## src/rtl/lf_tx_pkg.sv

```systemverilog
package lf_tx_pkg;
  localparam int MAX_BITS = 80;  // largest data payload
  localparam int PRE_BITS = 5;   // start marker length, all ones
  localparam int HALF_P   = 15;  // period index of the mid-cell transition
  localparam int CELL_P   = 31;  // periods per bit cell
  localparam int GAP_P    = 8;   // reader gap trim on the reply delay
  localparam int TICK_W   = 8;
  localparam int DLY_W    = 9;

  typedef enum logic [1:0] {
    ST_IDLE = 2'd0,
    ST_WAIT = 2'd1,
    ST_SEND = 2'd2
  } tx_state_e;
endpackage

```

## src/rtl/lf_tx_ticker.sv

```systemverilog
// Divides the clock into carrier periods; restart realigns the phase.
module lf_tx_ticker #(
  parameter int TICK_W = 8
) (
  input  logic              clk,
  input  logic              rst,
  input  logic              restart,
  input  logic [TICK_W-1:0] ticks_per_period,
  output logic              period_end
);
  logic [TICK_W-1:0] cnt_q;
  logic [TICK_W-1:0] last;

  assign last       = (ticks_per_period == '0) ? '0 : ticks_per_period - 1'b1;
  assign period_end = !restart && (cnt_q >= last);

  always_ff @(posedge clk) begin
    if (rst || restart)      cnt_q <= '0;
    else if (cnt_q >= last)  cnt_q <= '0;
    else                     cnt_q <= cnt_q + 1'b1;
  end
endmodule

```

## src/rtl/lf_tx_age.sv

```systemverilog
// Carrier periods elapsed since the last reader rising edge (saturating).
module lf_tx_age #(
  parameter int TICK_W = 8,
  parameter int DLY_W  = 9
) (
  input  logic              clk,
  input  logic              rst,
  input  logic              rdr_rise,
  input  logic [TICK_W-1:0] ticks_per_period,
  output logic [DLY_W-1:0]  age
);
  logic per_end;
  logic [DLY_W-1:0] age_q;

  lf_tx_ticker #(.TICK_W(TICK_W)) u_tick (
    .clk(clk), .rst(rst), .restart(rdr_rise),
    .ticks_per_period(ticks_per_period), .period_end(per_end)
  );

  always_ff @(posedge clk) begin
    if (rst || rdr_rise)                  age_q <= '0;
    else if (per_end && (age_q != '1))    age_q <= age_q + 1'b1;
  end

  assign age = age_q;

  // Without a new edge the elapsed count never moves backward.
  assert_age_mono_R11: assert property (@(posedge clk) disable iff (rst)
    !rdr_rise |=> (age_q >= $past(age_q)));
endmodule

```

## src/rtl/lf_tx_bitsel.sv

```systemverilog
// Holds the captured frame and returns the level of any cell index.
module lf_tx_bitsel #(
  parameter int MAX_BITS = 80,
  parameter int PRE_BITS = 5,
  parameter int LEN_W    = $clog2(MAX_BITS + 1),
  parameter int IDX_W    = $clog2(MAX_BITS + PRE_BITS + 1)
) (
  input  logic                clk,
  input  logic                rst,
  input  logic                load,
  input  logic [MAX_BITS-1:0] frame_data,
  input  logic [LEN_W-1:0]    frame_len,
  input  logic [IDX_W-1:0]    idx,
  output logic                bit_val,
  output logic [IDX_W-1:0]    total_bits
);
  logic [MAX_BITS-1:0] frame_q;
  logic [LEN_W-1:0]    len_q;
  logic [LEN_W-1:0]    len_clamped;
  logic [IDX_W-1:0]    rel;
  logic [MAX_BITS-1:0] shifted;

  assign len_clamped = (frame_len > LEN_W'(MAX_BITS)) ? LEN_W'(MAX_BITS) : frame_len;

  always_ff @(posedge clk) begin
    if (rst) begin
      frame_q <= '0;
      len_q   <= '0;
    end else if (load) begin
      frame_q <= frame_data;
      len_q   <= len_clamped;
    end
  end

  assign total_bits = IDX_W'(PRE_BITS) + IDX_W'(len_q);
  assign rel        = idx - IDX_W'(PRE_BITS);
  assign shifted    = frame_q << rel;

  always_comb begin
    if (idx < IDX_W'(PRE_BITS))  bit_val = 1'b1;
    else if (idx < total_bits)   bit_val = shifted[MAX_BITS-1];
    else                         bit_val = 1'b0;
  end

  // Stored length never exceeds the payload capacity.
  assert_len_clamp_R9: assert property (@(posedge clk) disable iff (rst)
    load |=> (len_q <= LEN_W'(MAX_BITS)));
endmodule

```

## src/rtl/lf_manchester_tx.sv

```systemverilog
module lf_manchester_tx
  import lf_tx_pkg::*;
#(
  parameter int MAX_BITS_P = lf_tx_pkg::MAX_BITS,
  parameter int PRE_BITS_P = lf_tx_pkg::PRE_BITS,
  parameter int HALF_PP    = lf_tx_pkg::HALF_P,
  parameter int CELL_PP    = lf_tx_pkg::CELL_P,
  parameter int GAP_PP     = lf_tx_pkg::GAP_P,
  parameter int TICK_WP    = lf_tx_pkg::TICK_W,
  parameter int DLY_WP     = lf_tx_pkg::DLY_W,
  parameter int LEN_WP     = $clog2(MAX_BITS_P + 1)
) (
  input  logic                  clk,
  input  logic                  rst,
  input  logic [TICK_WP-1:0]    ticks_per_period,
  input  logic                  rdr_rise,
  input  logic                  start,
  input  logic [MAX_BITS_P-1:0] frame_data,
  input  logic [LEN_WP-1:0]     frame_len,
  input  logic [DLY_WP-1:0]     reply_delay,
  output logic                  coil_load,
  output logic                  busy
);
  localparam int IDX_W = $clog2(MAX_BITS_P + PRE_BITS_P + 1);
  localparam int PC_W  = $clog2(CELL_PP);

  tx_state_e         state_q, state_d;
  logic [IDX_W-1:0]  idx_q, idx_d;
  logic [PC_W-1:0]   pc_q, pc_d;
  logic [DLY_WP-1:0] dly_q, target, age;
  logic              coil_q, coil_d, busy_q, busy_d;
  logic              accept, go, launch, per_end, bit_val;
  logic [IDX_W-1:0]  total_bits;

  assign accept = (state_q == ST_IDLE) && start;
  assign target = (dly_q >= DLY_WP'(GAP_PP)) ? dly_q - DLY_WP'(GAP_PP) : '0;
  assign go     = (age >= target);
  assign launch = (state_q == ST_WAIT) && go;

  lf_tx_age #(.TICK_W(TICK_WP), .DLY_W(DLY_WP)) u_age (
    .clk(clk), .rst(rst), .rdr_rise(rdr_rise),
    .ticks_per_period(ticks_per_period), .age(age)
  );

  lf_tx_ticker #(.TICK_W(TICK_WP)) u_cell_tick (
    .clk(clk), .rst(rst), .restart(launch),
    .ticks_per_period(ticks_per_period), .period_end(per_end)
  );

  lf_tx_bitsel #(
    .MAX_BITS(MAX_BITS_P), .PRE_BITS(PRE_BITS_P), .LEN_W(LEN_WP), .IDX_W(IDX_W)
  ) u_bits (
    .clk(clk), .rst(rst), .load(accept),
    .frame_data(frame_data), .frame_len(frame_len),
    .idx(idx_d), .bit_val(bit_val), .total_bits(total_bits)
  );

  // Sequencing: wait for the slot, then step periods and cells.
  always_comb begin
    state_d = state_q;
    idx_d   = idx_q;
    pc_d    = pc_q;
    busy_d  = busy_q;
    unique case (state_q)
      ST_IDLE: begin
        if (start) begin
          state_d = ST_WAIT;
          busy_d  = 1'b1;
        end
      end
      ST_WAIT: begin
        if (go) begin
          state_d = ST_SEND;
          idx_d   = '0;
          pc_d    = '0;
        end
      end
      ST_SEND: begin
        if (per_end) begin
          if (pc_q == PC_W'(CELL_PP - 1)) begin
            pc_d = '0;
            if (idx_q == total_bits - 1'b1) begin
              state_d = ST_IDLE;
              idx_d   = '0;
              busy_d  = 1'b0;
            end else begin
              idx_d = idx_q + 1'b1;
            end
          end else begin
            pc_d = pc_q + 1'b1;
          end
        end
      end
      default: begin
        state_d = ST_IDLE;
        busy_d  = 1'b0;
      end
    endcase
  end

  // Coil level for the upcoming cycle: ones load first, zeros load second.
  always_comb begin
    if (state_d == ST_SEND)
      coil_d = bit_val ? (pc_d < PC_W'(HALF_PP)) : (pc_d >= PC_W'(HALF_PP));
    else
      coil_d = 1'b0;
  end

  always_ff @(posedge clk) begin
    if (rst) begin
      state_q <= ST_IDLE;
      idx_q   <= '0;
      pc_q    <= '0;
      coil_q  <= 1'b0;
      busy_q  <= 1'b0;
      dly_q   <= '0;
    end else begin
      state_q <= state_d;
      idx_q   <= idx_d;
      pc_q    <= pc_d;
      coil_q  <= coil_d;
      busy_q  <= busy_d;
      if (accept) dly_q <= reply_delay;
    end
  end

  assign coil_load = coil_q;
  assign busy      = busy_q;

  // Coil never loaded while not busy.
  assert_idle_unloaded_R7: assert property (@(posedge clk) disable iff (rst)
    !busy_q |-> !coil_q);

  // First busy cycle is still unloaded (waiting for the slot).
  assert_wait_unloaded_R2: assert property (@(posedge clk) disable iff (rst)
    $rose(busy_q) |-> !coil_q);

  // Marker cells are loaded in their first half.
  assert_marker_R4: assert property (@(posedge clk) disable iff (rst)
    (state_q == ST_SEND && idx_q < IDX_W'(PRE_BITS_P) && pc_q < PC_W'(HALF_PP)) |-> coil_q);

  // Period index stays inside one cell.
  assert_cell_bound_R5: assert property (@(posedge clk) disable iff (rst)
    pc_q < PC_W'(CELL_PP));

  // A request while busy leaves the captured delay untouched.
  assert_ignore_start_R8: assert property (@(posedge clk) disable iff (rst)
    (state_q != ST_IDLE && start) |=> (dly_q == $past(dly_q)));
endmodule

```

## config.mk

```make
export PLATFORM = sky130hd
export DESIGN_NAME = lf_manchester_tx
export DESIGN_NICKNAME = d
export VERILOG_FILES = /design/src/rtl/lf_tx_pkg.sv /design/src/rtl/lf_tx_ticker.sv /design/src/rtl/lf_tx_age.sv /design/src/rtl/lf_tx_bitsel.sv /design/src/rtl/lf_manchester_tx.sv
export SDC_FILE = /design/constraint.sdc
export NUM_CORES = 1
export LEC_CHECK = 0
export ABC_AREA = 1
export BUFFER_PORTS_ARGS = -buffer_cell sky130_fd_sc_hd__buf_2
export CORE_ASPECT_RATIO = 0.9
export CORE_MARGIN = 4
export CORE_UTILIZATION = 57
export DETAILED_ROUTE_END_ITERATION = 6
export PLACE_DENSITY = 0.77
export SLEW_MARGIN = 20
export SYNTH_ARGS = -nofsm -noshare
export SYNTH_HDL_FRONTEND = slang
export SYNTH_SLANG_ARGS = --single-unit
export TNS_END_PERCENT = 30
```

## constraint.sdc

```tcl
create_clock -name clk -period 5.05 [get_ports clk]
set_input_delay 0.2525 -clock clk [delete_from_list [all_inputs] [get_ports clk]]
set_output_delay 0.2525 -clock clk [all_outputs]
set_load 0.01 [all_outputs]
```

## After elaboration in Yosys (flattened, before gate mapping)

Cells that the tools add are included.

| operators by class | value |
|---|---|
| reduce and logical (&&, ||, !) cells | 15 |
| $lt $le $gt $ge | 9 |
| div/mod/pow operators | 0 |
| shifts and indexed selects | 1 |
| muxes and demuxes | 26 |
| bitwise gates (word level) | 2 |
| $mul | 0 |
| equality and inequality tests | 10 |
| $add $sub $neg | 10 |

Operators by type and width:

| cell | count |
|---|---|
| 80-bit by 7-bit left shift with 80-bit output | 1 |
| 7-bit 2-to-1 mux | 5 |
| 8-bit by 1-bit adder with 8-bit output, second input constant | 2 |
| 8-bit greater-or-equal comparator | 2 |
| 5-bit 2-to-1 mux | 3 |
| 7-bit one-hot mux with 2 select lines | 1 |
| 2-bit 2-to-1 mux | 5 |
| 5-bit one-hot mux with 2 select lines | 1 |
| 9-bit by 1-bit adder with 9-bit output, second input constant | 1 |
| 9-bit by 4-bit greater-or-equal comparator with 1-bit output, second input constant | 1 |
| 9-bit greater-or-equal comparator | 1 |
| 9-bit 2-to-1 mux | 1 |
| 9-bit != test, second input constant | 1 |
| 9-bit by 4-bit subtractor with 9-bit output, second input constant | 1 |
| 8-bit logical NOT | 1 |
| 8-bit 2-to-1 mux | 1 |
| 2-bit != test, second input constant | 4 |
| 8-bit by 1-bit subtractor with 8-bit output, second input constant | 1 |
| 3-bit by 7-bit adder with 7-bit output, first input constant | 1 |
| 7-bit by 1-bit adder with 7-bit output, second input constant | 1 |
| 7-bit == test | 1 |
| 7-bit greater-than comparator, second input constant | 1 |
| 7-bit by 3-bit < comparator with 1-bit output, second input constant | 1 |
| 7-bit < comparator | 1 |
| other kinds (18) | 34 |

| word-level totals | value |
|---|---|
| memory bits (read-only) | 0 |
| latch bits | 0 |
| register bits | 137 |
| RAM bits | 0 |
| memories kept | 0 |
| output and inout port bits | 2 |

## Depth between registers and ports, before layout

Gate-level depths: netlist of run 1.

| depth | value |
|---|---|
| word-level depth | 13 |
| depth in mapped cells | 39 |
| mapped depth without buffers | 38 |

## Modules after synthesis

A second synthesis of run 1 with hierarchy kept.

| second synthesis, totals | value |
|---|---|
| cells, all modules | 1245 |
| area, all modules | 8215.4 um^2 |

By module, submodules not included:

| module | cells each | instances | area an instance (um^2) |
|---|---|---|---|
| lf_tx_bitsel | 657 | 1 | 4337.9 |
| lf_manchester_tx | 310 | 1 | 1965.6 |
| lf_tx_ticker (u_cell_tick) | 107 | 1 | 744.5 |
| lf_tx_ticker (u_age.u_tick) | 106 | 1 | 711.9 |
| lf_tx_age | 65 | 1 | 455.4 |

## Least setup slack after synthesis of run 1

No wires, ideal clock.

| path | value |
|---|---|
| path kind | flip-flop to flip-flop |
| start | register dly_q[3] |
| end | register coil_q (netlist: coil_load) |
| library setup time | 0.113 ns |
| setup slack | 0.785 ns |
| cell stages (with the launch flop) | 37 |
| arrival | 4.152 ns |
| cell sequence | dfxtp_1 -> inv_1 -> ha_1 -> inv_1 -> nor2_1 -> nand4_1 -> nand3_1 -> ha_1 -> nand2_1 -> inv_1 -> a21oi_1 -> nand4_1 -> nand2_1 -> nand2_1 -> nor2_1 -> nand2_1 -> nand2_1 -> nand3_4 -> nand2_4 -> inv_1 -> buf_4 -> ha_1 -> inv_1 -> clkbuf_1 -> nand3_1 -> nand3_1 -> nand3_1 -> nand3_1 -> nand3_1 -> nand2_1 -> nand2_1 -> nand2_1 -> nand2_1 -> nand2_1 -> nand2_1 -> nand2_1 -> nor2_1 |

| between the ends | value |
|---|---|
| word-level cells in the longest chain between the ends | 13 |

RTL lines:

| element | line | source |
|---|---|---|
| from (decl) | lf_manchester_tx.sv:30 | `logic [DLY_WP-1:0] dly_q, target, age;` |
| from (signal assigned) | lf_manchester_tx.sv:123 | `if (accept) dly_q <= reply_delay;` |
| 9-bit by 4-bit subtractor with 9-bit output or 9-bit by 4-bit greater-or-equal comparator with 1-bit output (tied branches) | lf_manchester_tx.sv:36 | `assign target = (dly_q >= DLY_WP'(GAP_PP)) ? dly_q - DLY_WP'(GAP_PP) : '0;` |
| 9-bit 2-to-1 mux (*) | lf_manchester_tx.sv:36 |  |
| 9-bit greater-or-equal comparator (*) | lf_manchester_tx.sv:37 | `assign go = (age >= target);` |
| 1-bit logical AND | lf_manchester_tx.sv:38 | `assign launch = (state_q == ST_WAIT) && go;` |
| 1-bit logical NOT | lf_tx_ticker.sv:15 | `assign period_end = !restart && (cnt_q >= last);` |
| 1-bit logical AND | lf_tx_ticker.sv:15 |  |
| 7-bit 2-to-1 mux | lf_manchester_tx.sv:79 | `if (per_end) begin` |
| 7-bit one-hot mux with 2 select lines | lf_manchester_tx.sv:64 | `unique case (state_q)` |
| 7-bit by 3-bit subtractor with 7-bit output | lf_tx_bitsel.sv:36 | `assign rel = idx - IDX_W'(PRE_BITS);` |
| 80-bit by 7-bit left shift with 80-bit output | lf_tx_bitsel.sv:37 | `assign shifted = frame_q << rel;` |
| 1-bit 2-to-1 mux | lf_tx_bitsel.sv:41 | `else if (idx < total_bits) bit_val = shifted[MAX_BITS-1];` |
| 1-bit 2-to-1 mux | lf_tx_bitsel.sv:40 | `if (idx < IDX_W'(PRE_BITS)) bit_val = 1'b1;` |
| 1-bit 2-to-1 mux | lf_manchester_tx.sv:104 | `coil_d = bit_val ? (pc_d < PC_W'(HALF_PP)) : (pc_d >= PC_W'(HALF_PP));` |
| to (signal assigned) | lf_manchester_tx.sv:121 | `coil_q <= coil_d;` |
| to (decl) | lf_manchester_tx.sv:31 | `logic coil_q, coil_d, busy_q, busy_d;` |

Mark *: on every way between the ends. The rest lies on a longest branch, timed or not.
A chain may end at the register's enable or synchronous reset.

## Worst setup path after layout of run 1

| path | value |
|---|---|
| start | register dly_q[3] |
| end | register coil_q (netlist: coil_load) |

| between the ends | value |
|---|---|
| word-level cells in the longest chain between the ends | 13 |

RTL lines:

| element | line | source |
|---|---|---|
| 9-bit by 4-bit subtractor with 9-bit output or 9-bit by 4-bit greater-or-equal comparator with 1-bit output (tied branches) | lf_manchester_tx.sv:36 |  |
| 9-bit 2-to-1 mux (*) | lf_manchester_tx.sv:36 |  |
| 9-bit greater-or-equal comparator (*) | lf_manchester_tx.sv:37 |  |
| 1-bit logical AND | lf_manchester_tx.sv:38 |  |
| 1-bit logical NOT | lf_tx_ticker.sv:15 |  |
| 1-bit logical AND | lf_tx_ticker.sv:15 |  |
| 7-bit 2-to-1 mux | lf_manchester_tx.sv:79 |  |
| 7-bit one-hot mux with 2 select lines (*) | lf_manchester_tx.sv:64 |  |
| net idx_d[1] | lf_manchester_tx.sv:28 | `logic [IDX_W-1:0] idx_q, idx_d;` |
| 7-bit by 3-bit subtractor with 7-bit output | lf_tx_bitsel.sv:36 |  |
| 80-bit by 7-bit left shift with 80-bit output | lf_tx_bitsel.sv:37 |  |
| 1-bit 2-to-1 mux | lf_tx_bitsel.sv:41 |  |
| 1-bit 2-to-1 mux (*) | lf_tx_bitsel.sv:40 |  |
| 1-bit 2-to-1 mux (*) | lf_manchester_tx.sv:104 |  |

The timed path passes the listed nets; every way through them passes the cells marked *.

==> metrics.txt, run 1 <==
Worst Hold Class in2reg; Sink Count 137; Routed Antenna Nets 0; vias in the first global route 7072; fmax 219.8 MHz; Pwr per Cell Area 329.2 nW/um2; Hold Vio Cnt, Final 0; required time of the critical path roughly 5400 ps; predominant post-synthesis flop cell dfxtp_1; final wirelength just under 20 mm; Reg clk slew, reported paths 60 ps; IO Count 110; outcome complete, no violations; DR WL/cell 13.72 um; Worst-Margin Slew 1082 ps; Layout Utilization 0.6814; CTS root buffer clkbuf_16; Crit Path Class reg2reg; register area share after synthesis 0.3444; GPL Wtd Cong 0.9101; count of state elements after synthesis 137; Final nets 1411; post-route setup TNS 0 ps; initial antenna violation count 0; Rel. slew slack 0.2781; Arr. time, crit path 4860 ps; Final period util 0.9010; vias post-DR 7711; CP dominant cell by count nand2_1; Tmin final 4550 ps; most common cell after layout, fill and taps aside nand2_1; area grow syn2layout 15.63%; layout cell share with drive strength beyond 1 0.1601; crit end category flip-flop; nature of the critical path startpoint flip-flop; antenna cells 0; DRC Markers 0; Iter 0 DRT Violations 720; Pre-antenna DRT Iters 5; Bufs on Longest Clock Path 2; DIE AREA 15930 um2; VDD IR-drop max 0.0002708 V; CTS buffer count 17; Async S/R FF share, synth 0; Clock Latency Late Sink 420 ps; Netlist Area Pre-Place 7963 um2; EDFF count, synth 0; Post-Syn Instances 1168; grt ovf 0; Total Routing Usage GR 0.2460; largest net degree at the start of global routing about 110; most frequent cells in the layout nand2_1 (184), inv_1 (150), nand3_1 (139), dfxtp_1 (137), nor2_1 (125); Die X 132.6 um; Via density 5.370; FILL cells 1196; Hold-fix buffers, CTS 0; clock tree from TritonCTS built; first-pass GRT wire length roughly 32 mm; Post-CTS Setup Bufs 0; max-slew violation count 0; Worst Path Max Fanout 20; syn_nets 1322; worst setup margin 500.1 ps; Core ar. 13510 um2; unique cell type count in the Yosys netlist 44; worst stage delay on the critical path 430 ps; Die Ht 120.1 um; r2r setup slk 500 ps; CTS H-tree depth 4; Post-Place Worst Slack about 310 ps; # rows 40; number of gates resized after CTS 0; max_cap viols 0; CP max-delay cell ha_2; Final HPWL DP 14.10 mm; Yosys warning count 0; Syn Area/Cell 6.817 um2; leakage approximately 0.0043 uW; final setup vio count 0; Initial Utilization 0.5893; Port Buf Inserts 109; RSZ-0062 raised after global routing false; clk_skew around 7.2 ps
-- worst paths after layout --
kind | start | to | cells after the start
min | frame_data[18] | u_bits.frame_q[18] | 3
min reg2reg | u_bits.frame_q[71] | u_bits.frame_q[71] | 2
max reg2reg | dly_q[3] | coil_load | 35
max | dly_q[3] | coil_load | 35
-- sequential cells by signal (all words and copies together), names as in the netlist --
register	flops
dly_q	9
u_bits.frame_q	80
u_cell_tick.cnt_q	8
state_q	2
u_age.age	9
busy	1
idx_q	7
u_bits.len_q	7
u_age.u_tick.cnt_q	8
pc_q	5
coil_load	1
-- logic make-up (layout without fill, tap and decap cells) --
kind of cell,count (synthesis),in the layout,share of synthesized area
DFF,137,137,0.3444
adders and majority gates,46,46,0.07228
buffers and inverters,209,308,0.1072
xor gates and xnor gates,13,13,0.01430
AOI/OAI and AO/OA,229,229,0.1501
and+or+nand+nor,534,535,0.3118
-- stage by stage --
| stage | total power [uW] | instances | hold slack [ps] | cell area [um2] |
|---|---|---|---|---|
| floorplan | 1568 | 1168 | 395.3 | 7963 |
| global placement | 1684 | 1403 | 440.2 | 8529 |
| detailed placement | 1697 | 1403 | 445.0 | 8529 |
| CTS | 3038 | 1433 | 78.62 | 9159 |
| global route | 3173 | 1436 | 104.7 | 9208 |
| finish | 3032 | 1436 | 84.87 | 9208 |
-- power by group --
part / leakage [uW] / internal [uW] / switching [uW]
registers: 0.00113 / 1170 / 40.4
logic: 0.00284 / 177 / 297
clock network: 0.000299 / 872 / 476
-- layer usage --
layer | vias up | GRT usage | part of all wire
met5 | - | 0 | 0
met4 | 0 | 0.06234 | 0.0086
met3 | 19 | 0.05029 | 0.053
met2 | 207 | 0.3989 | 0.46
met1 | 3471 | 0.3362 | 0.48
li1 | 4014 | - | -
-- critical path: cells and delay by family (launching register included) --
| kind | cells | cell delay, ps |
|---|---|---|
| DFF | 1 | 320 |
| adders and majority gates | 3 | 930 |
| buffers and inverters | 5 | 660 |
| xor gates and xnor gates | 1 | 150 |
| and+or+nand+nor | 25 | 2270 |
| AOI/OAI and AO/OA | 1 | 90 |
-- cells in the mapped netlist (6+ instances only) --
library cell  instances  area (um2)
a21oi_1              93       465.5
buf_1                 6       22.52
clkbuf_1             31       116.4
dfxtp_1             137        2743
ha_1                 46       575.6
inv_1               152       570.6
inv_2                 7       26.28
nand2_1             185       694.4
nand2_2              13       81.33
nand3_1             139       695.7
nand3_2               8       80.08
nand3b_1              8       60.06
nand4_1              15       93.84
nor2_1              126       473.0
nor3_1               16       80.08
o21ai_0             118       590.6
xor2_1               10       87.58
-- layout make-up --
class	count	area, um2	share of cell area
Sequential cell	137	2743	0.2979
Multi-Input combinational cell	823	4400	0.4779
Inverter	159	603.1	0.06550
Clock inverter	11	196.4	0.02133
Tap cell	168	210.2	0.02283
Clock buffer	19	432.9	0.04702
Timing Repair inverter	2	12.51	0.001359
Timing Repair Buffer	117	609.3	0.06618
No activity file was read; power rests on OpenSTA's default activity.
==> run 2, diff against run 1 <==
==> constraint.sdc (replaced) <==
create_clock -name clk -period 4.2 [get_ports clk]
set_input_delay 0.21 -clock clk [delete_from_list [all_inputs] [get_ports clk]]
set_output_delay 0.21 -clock clk [all_outputs]
set_load 0.01 [all_outputs]
==> run 2 against run 1 <==
- the run now ends with negative setup slack left
- hold slack worse by 49 ps
- power grew 21%
- die area is the same
- register-to-register slack worse by 650 ps
- final area increased by 7.7%
- critical path type unchanged
==> metrics.txt, run 2 (synthesis results as in run 1) <==
outcome finished with violations; violated checks negative setup slack; worst setup margin -145.2 ps (-645.3 ps); Crit Path Class reg2reg; Hold Vio Cnt, Final 0 (unchanged); CTS H-tree depth 4 (unchanged); Arr. time, crit path 4670 ps (-190 ps); largest net degree at the start of global routing 97 (-7.6%); # rows 40 (unchanged); Die X 132.6 um (unchanged); initial antenna violation count 0 (unchanged); DIE AREA 15930 um2 (unchanged); Sink Count 137 (unchanged); fmax 230.1 MHz (+4.7%); Worst Hold Class in2reg; Initial Utilization 0.5893 (unchanged); clock tree from TritonCTS built; CP dominant cell by count nand2_1; IO Count 110 (unchanged); final setup vio count 1 (+1); design area 9916 um2 (+7.7%); final wirelength 21.73 mm (+10%); GPL Wtd Cong 0.8821 (-3.1%); most frequent cells in the layout nand2_1 (169), inv_1 (145), dfxtp_1 (134), nor2_1 (121), o21ai_0 (116); Total Routing Usage GR 0.2433 (-0.002700); nature of the critical path startpoint flip-flop; VDD IR-drop max 0.0002961 V (+9.3%); most flop-heavy register u_bits.frame_q; Pre-antenna DRT Iters 5 (unchanged); CTS root buffer clkbuf_16; Worst Path Max Fanout 7 (-65%); Rel. slew slack 0.3103 (+0.03213); max-slew violation count 0 (unchanged); Final period util 1.035 (+0.1336); Die Ht 120.1 um (unchanged); Tmin final 4345 ps (-204.7 ps); Via density 5.521 (+2.8%); most common cell after layout, fill and taps aside nand2_1; Bufs on Longest Clock Path 2 (unchanged); crit end category flip-flop; first-pass GRT wire length 32.34 mm (-0.38%); Layout Utilization 0.7338 (+0.05241); grt ovf 0 (unchanged); Iter 0 DRT Violations 739 (+2.6%); required time of the critical path 4520 ps (-840 ps); area grow syn2layout 24.53%; antenna cells 0 (unchanged); CP max-delay cell ha_4; Final nets 1438 (+1.9%); leakage 0.004498 uW (+5.5%); Hold-fix buffers, CTS 0 (unchanged); max_cap viols 0 (unchanged); Port Buf Inserts 109 (unchanged); Core ar. 13510 um2 (unchanged); Pwr per Cell Area 370.3 nW/um2 (+12%); Largest register FFs 80 (unchanged); Clock Latency Late Sink 430 ps (about the same); DR WL/cell 14.84 um (+8.1%); Routed Antenna Nets 0 (unchanged); CTS buffer count 17 (unchanged); layout cell share with drive strength beyond 1 0.2361 (+0.07602); vias in the first global route 7214 (+2.0%); placed inst area 8625 um2 (+1.1%); RSZ-0062 raised after global routing true; vias post-DR 8083 (+4.8%); Reg clk slew, reported paths 60 ps (about the same); DRC Markers 0 (unchanged); clk_skew 12.11 ps (+4.864 ps); Worst-Margin Slew 1033 ps (-48.14 ps); final hold slack 35.90 ps (-48.98 ps); worst stage delay on the critical path 350 ps (-80 ps); FILL cells 1037 (-13%); Final HPWL DP 14.33 mm (+1.6%)
[run 2: changes by cell type in the layout (fill, tap and decap cells not counted), moves of 9 or more]
cell,change
nand3_1,-32
nand3_2,+30
buf_4,+20
nand2_1,-15
nand2_2,+11
ha_4,+10
ha_1,-9
[run 2: layout make-up]
class / instances / area (um2) / share of cell area
clock inverter: 13 / 167.7 / 0.01691
clock buffer: 18 / 439.2 / 0.04429
sequential: 137 / 2746 / 0.2770
multi-input combinational: 822 / 4797 / 0.4838
tap: 168 / 210.2 / 0.02120
timing repair buffer: 147 / 944.7 / 0.09527
inverter: 159 / 610.6 / 0.06158
[run 2: metal layers]
layer | GRT usage | up-vias | wire (um)
met5 | 0 | - | 0
met2 | 0.3782 | 321 | 9721
met1 | 0.3405 | 3641 | 9892
li1 | - | 4062 | -
met3 | 0.05029 | 59 | 1496
met4 | 0.07403 | 0 | 614
[run 2: final timing paths]
| kind | endpoint | slack, ps | startpoint | cells past startpoint |
|---|---|---|---|---|
| max | coil_load | -150 | dly_q[4] | 36 |
| min reg2reg | u_bits.frame_q[31] | 450 | u_bits.frame_q[31] | 2 |
| min | u_bits.frame_q[1] | 40 | frame_data[1] | 3 |
| max reg2reg | coil_load | -150 | dly_q[4] | 36 |
[run 2: stage by stage]
step / worst slack, ps / std cells / TNS, ps / power (uW)
after CTS: 33.05 / 1448 / 0 / 3587
final: -145.2 / 1464 / -145.2 / 3672
after detailed placement: -148.4 / 1414 / -148.4 / 2051
after global placement: -66.53 / 1414 / -66.53 / 2036
after global routing: -354.6 / 1464 / -354.6 / 3834
after floorplan: 9.596 / 1168 / 0 / 1885
[run 2: worst max-delay path, delay by kind of cell (launching register included)]
kind          cells  cell delay [ps]
fa+ha+maj         3              750
buf+inv           7              750
flops             1              340
simple gates     26             2400
[run 2: report_power, final]
group          leakage [uW]  internal (uW)  total, uW  switching [uW]
Combinational       0.00309            263        669             406
Sequential          0.00113           1410       1460            53.0
Clock              0.000281            950       1540             594
Total               0.00450           2620       3670            1050
[run 2: repair_timing]
action / CTS / global route
endpoints found under the setup margin: 1 / 1
pin swaps: 2 / 38
cloned: 0 / 5
resized for setup: 3 / 100
buffers inserted: 3 / 11
==> run 3, diff against run 2 <==
--- a/config.mk
+++ b/config.mk
@@ -11,7 +11,7 @@
 export CORE_MARGIN = 4
 export CORE_UTILIZATION = 57
 export DETAILED_ROUTE_END_ITERATION = 6
-export PLACE_DENSITY = 0.77
+export PLACE_DENSITY_LB_ADDON = 0.2
 export SLEW_MARGIN = 20
 export SYNTH_ARGS = -nofsm -noshare
 export SYNTH_HDL_FRONTEND = slang
==> run 3 against run 2 <==
- the run still ends with negative setup slack left
- routed wire length fell by 2.2%
- sequential power about the same
- power is 0.13% lower
==> metrics.txt, run 3 (synthesis results as in run 1) <==
Crit Path Class reg2reg; final setup vio count 1 (unchanged); antenna cells 0 (unchanged); required time of the critical path 4560 ps (+40 ps); layout cell share with drive strength beyond 1 0.2265 (-0.009625); clock tree from TritonCTS built; largest net degree at the start of global routing 98 (+1.0%); DRC Markers 0 (unchanged); Reg clk slew, reported paths 60 ps (about the same); outcome finished with violations; Sink Count 137 (unchanged); Arr. time, crit path 4710 ps (+40 ps); CTS buffer count 17 (unchanged); Core ar. 13510 um2 (unchanged); Pwr per Cell Area 370.2 nW/um2 (about the same); CTS H-tree depth 4 (unchanged); Hold Vio Cnt, Final 0 (unchanged); Largest register FFs 80 (unchanged); Hold-fix buffers, CTS 0 (unchanged); max-slew violation count 0 (unchanged); Rel. slew slack 0.3491 (+0.03881); # rows 40 (unchanged); DR WL/cell 14.19 um (-4.4%); first-pass GRT wire length 34.81 mm (+7.6%); Iter 0 DRT Violations 576 (-22%); CTS root buffer clkbuf_16; worst stage delay on the critical path 350 ps (about the same); fmax 229.8 MHz (-0.16%); Die Ht 120.1 um (unchanged); Clock Latency Late Sink 420 ps (about the same); RSZ-0062 raised after global routing true; Via density 5.397 (-2.2%); Tmin final 4352 ps (+6.940 ps); CP max-delay cell dfxtp_2; internal power 2622 uW (+0.11%); Net Sw Power 1045 uW (-0.73%); leakage 0.004603 uW (+2.3%); most common cell after layout, fill and taps aside nand2_1; Pre-antenna DRT Iters 5 (unchanged); Sequential Power Share 0.397 (about the same); nature of the critical path startpoint flip-flop; DIE AREA 15930 um2 (unchanged); grt ovf 0 (unchanged); Worst-Margin Slew 970.4 ps (-63.07 ps); final hold slack 43.64 ps (+7.748 ps); area grow syn2layout 24.39%; IO Count 110 (unchanged); clock power share 0.423 (+0.003); Logic pwr share 0.179 (-0.003); fin cells 1497 (+2.3%); max_cap viols 0 (unchanged); r2r setup slk -150 ps (about the same); CP dominant cell by count buf_4; crit end category flip-flop; Die X 132.6 um (unchanged); clk_skew 9.949 ps (-2.164 ps); placed insts 1420 (+0.42%); initial antenna violation count 0 (unchanged); Worst Hold Class in2reg; Port Buf Inserts 109 (unchanged); Initial Utilization 0.5893 (unchanged); Final nets 1470 (+2.2%); vias in the first global route 7557 (+4.8%); Final HPWL DP 14.42 mm (+0.62%); VDD IR-drop max 0.0003323 V (+12%); GPL Wtd Cong 0.9377 (+6.3%); Final period util 1.036 (+0.001652); Routed Antenna Nets 0 (unchanged); violated checks negative setup slack; most flop-heavy register u_bits.frame_q; most frequent cells in the layout nand2_1 (174), inv_1 (146), dfxtp_1 (135), nand3_1 (132), nor2_1 (121); sw frac 0.2850 (-0.001736); worst setup margin -152.2 ps (-6.940 ps); final wirelength 21.24 mm (-2.2%); vias post-DR 8080 (-0.037%); Worst Path Max Fanout 2 (-5); Bufs on Longest Clock Path 2 (unchanged); Total Routing Usage GR 0.2641 (+0.02076)
run 3: cell count changes in the layout (fill, tap and decap cells not counted), moves of 3 or more:
cell,change
clkinvlp_4,-3
nand3_2,-23
ha_4,-5
nand3_1,+25
nand2_4,-4
buf_4,+35
clkbuf_16,-3
ha_1,+5
nand2_1,+5
run 3: final cells by class:
type	count	area (um2)
clock buffer	17	425.4
clock inverter	15	190.2
timing repair buffer	179	1147
fill	1093	3608
tap	168	210.2
inverter	159	611.8
sequential	137	2745
multi-input combinational	822	4574
run 3: through the flow:
| step | area, um2 | setup slack (ps) | util | total power, uW | TNS (ps) |
|---|---|---|---|---|---|
| global route | 9905 | -301.8 | 0.7330 | 3839 | -539.9 |
| detailed placement | 8672 | -179.3 | 0.6418 | 2048 | -179.3 |
| global placement | 8670 | -72.99 | 0.6416 | 2039 | -72.99 |
| finish | 9905 | -152.2 | 0.7330 | 3667 | -152.2 |
| floorplan | 7966 | 9.596 | - | 1885 | 0 |
| CTS | 9671 | 22.54 | 0.7156 | 3643 | 0 |
run 3: metal layers:
layer,up-vias,GRT usage,share of wire
met5,-,0,0
li1,4130,-,-
met3,60,0.06119,0.058
met2,250,0.4235,0.45
met4,0,0.08571,0.025
met1,3640,0.3525,0.46
run 3: worst paths after layout:
check	depth (start not counted)	start	endpoint
setup / recovery	33	dly_q[4]	dly_q[4]
hold reg to reg	2	u_bits.frame_q[73]	u_bits.frame_q[73]
setup reg to reg	33	dly_q[4]	dly_q[4]
hold / removal	3	frame_data[3]	u_bits.frame_q[3]
run 3: worst max-delay path, delay by kind of cell, from the launching register on:
| kind | cells | cell delay [ps] |
|---|---|---|
| compound gates | 1 | 90 |
| buf+inv | 32 | 3810 |
| flops | 1 | 350 |
run 3: what timing repair did:
action / in CTS / in global routing
setup buffers: 38 / 5
pin swaps: 10 / 21
cloned: 1 / 1
endpoints found under the hold margin: 0 / 0
resized for setup: 21 / 40
endpoints found under the setup margin: 1 / 2
run 3: power groups by stage:
stage          logic [uW]  clock network [uW]  registers (uW)
6_report              657                1550            1460
5_1_grt               748                1620            1470
3_5_place_dp          567                   0            1480
4_1_cts               625                1560            1450
3_3_place_gp          561                   0            1480
2_1_floorplan         416                   0            1470
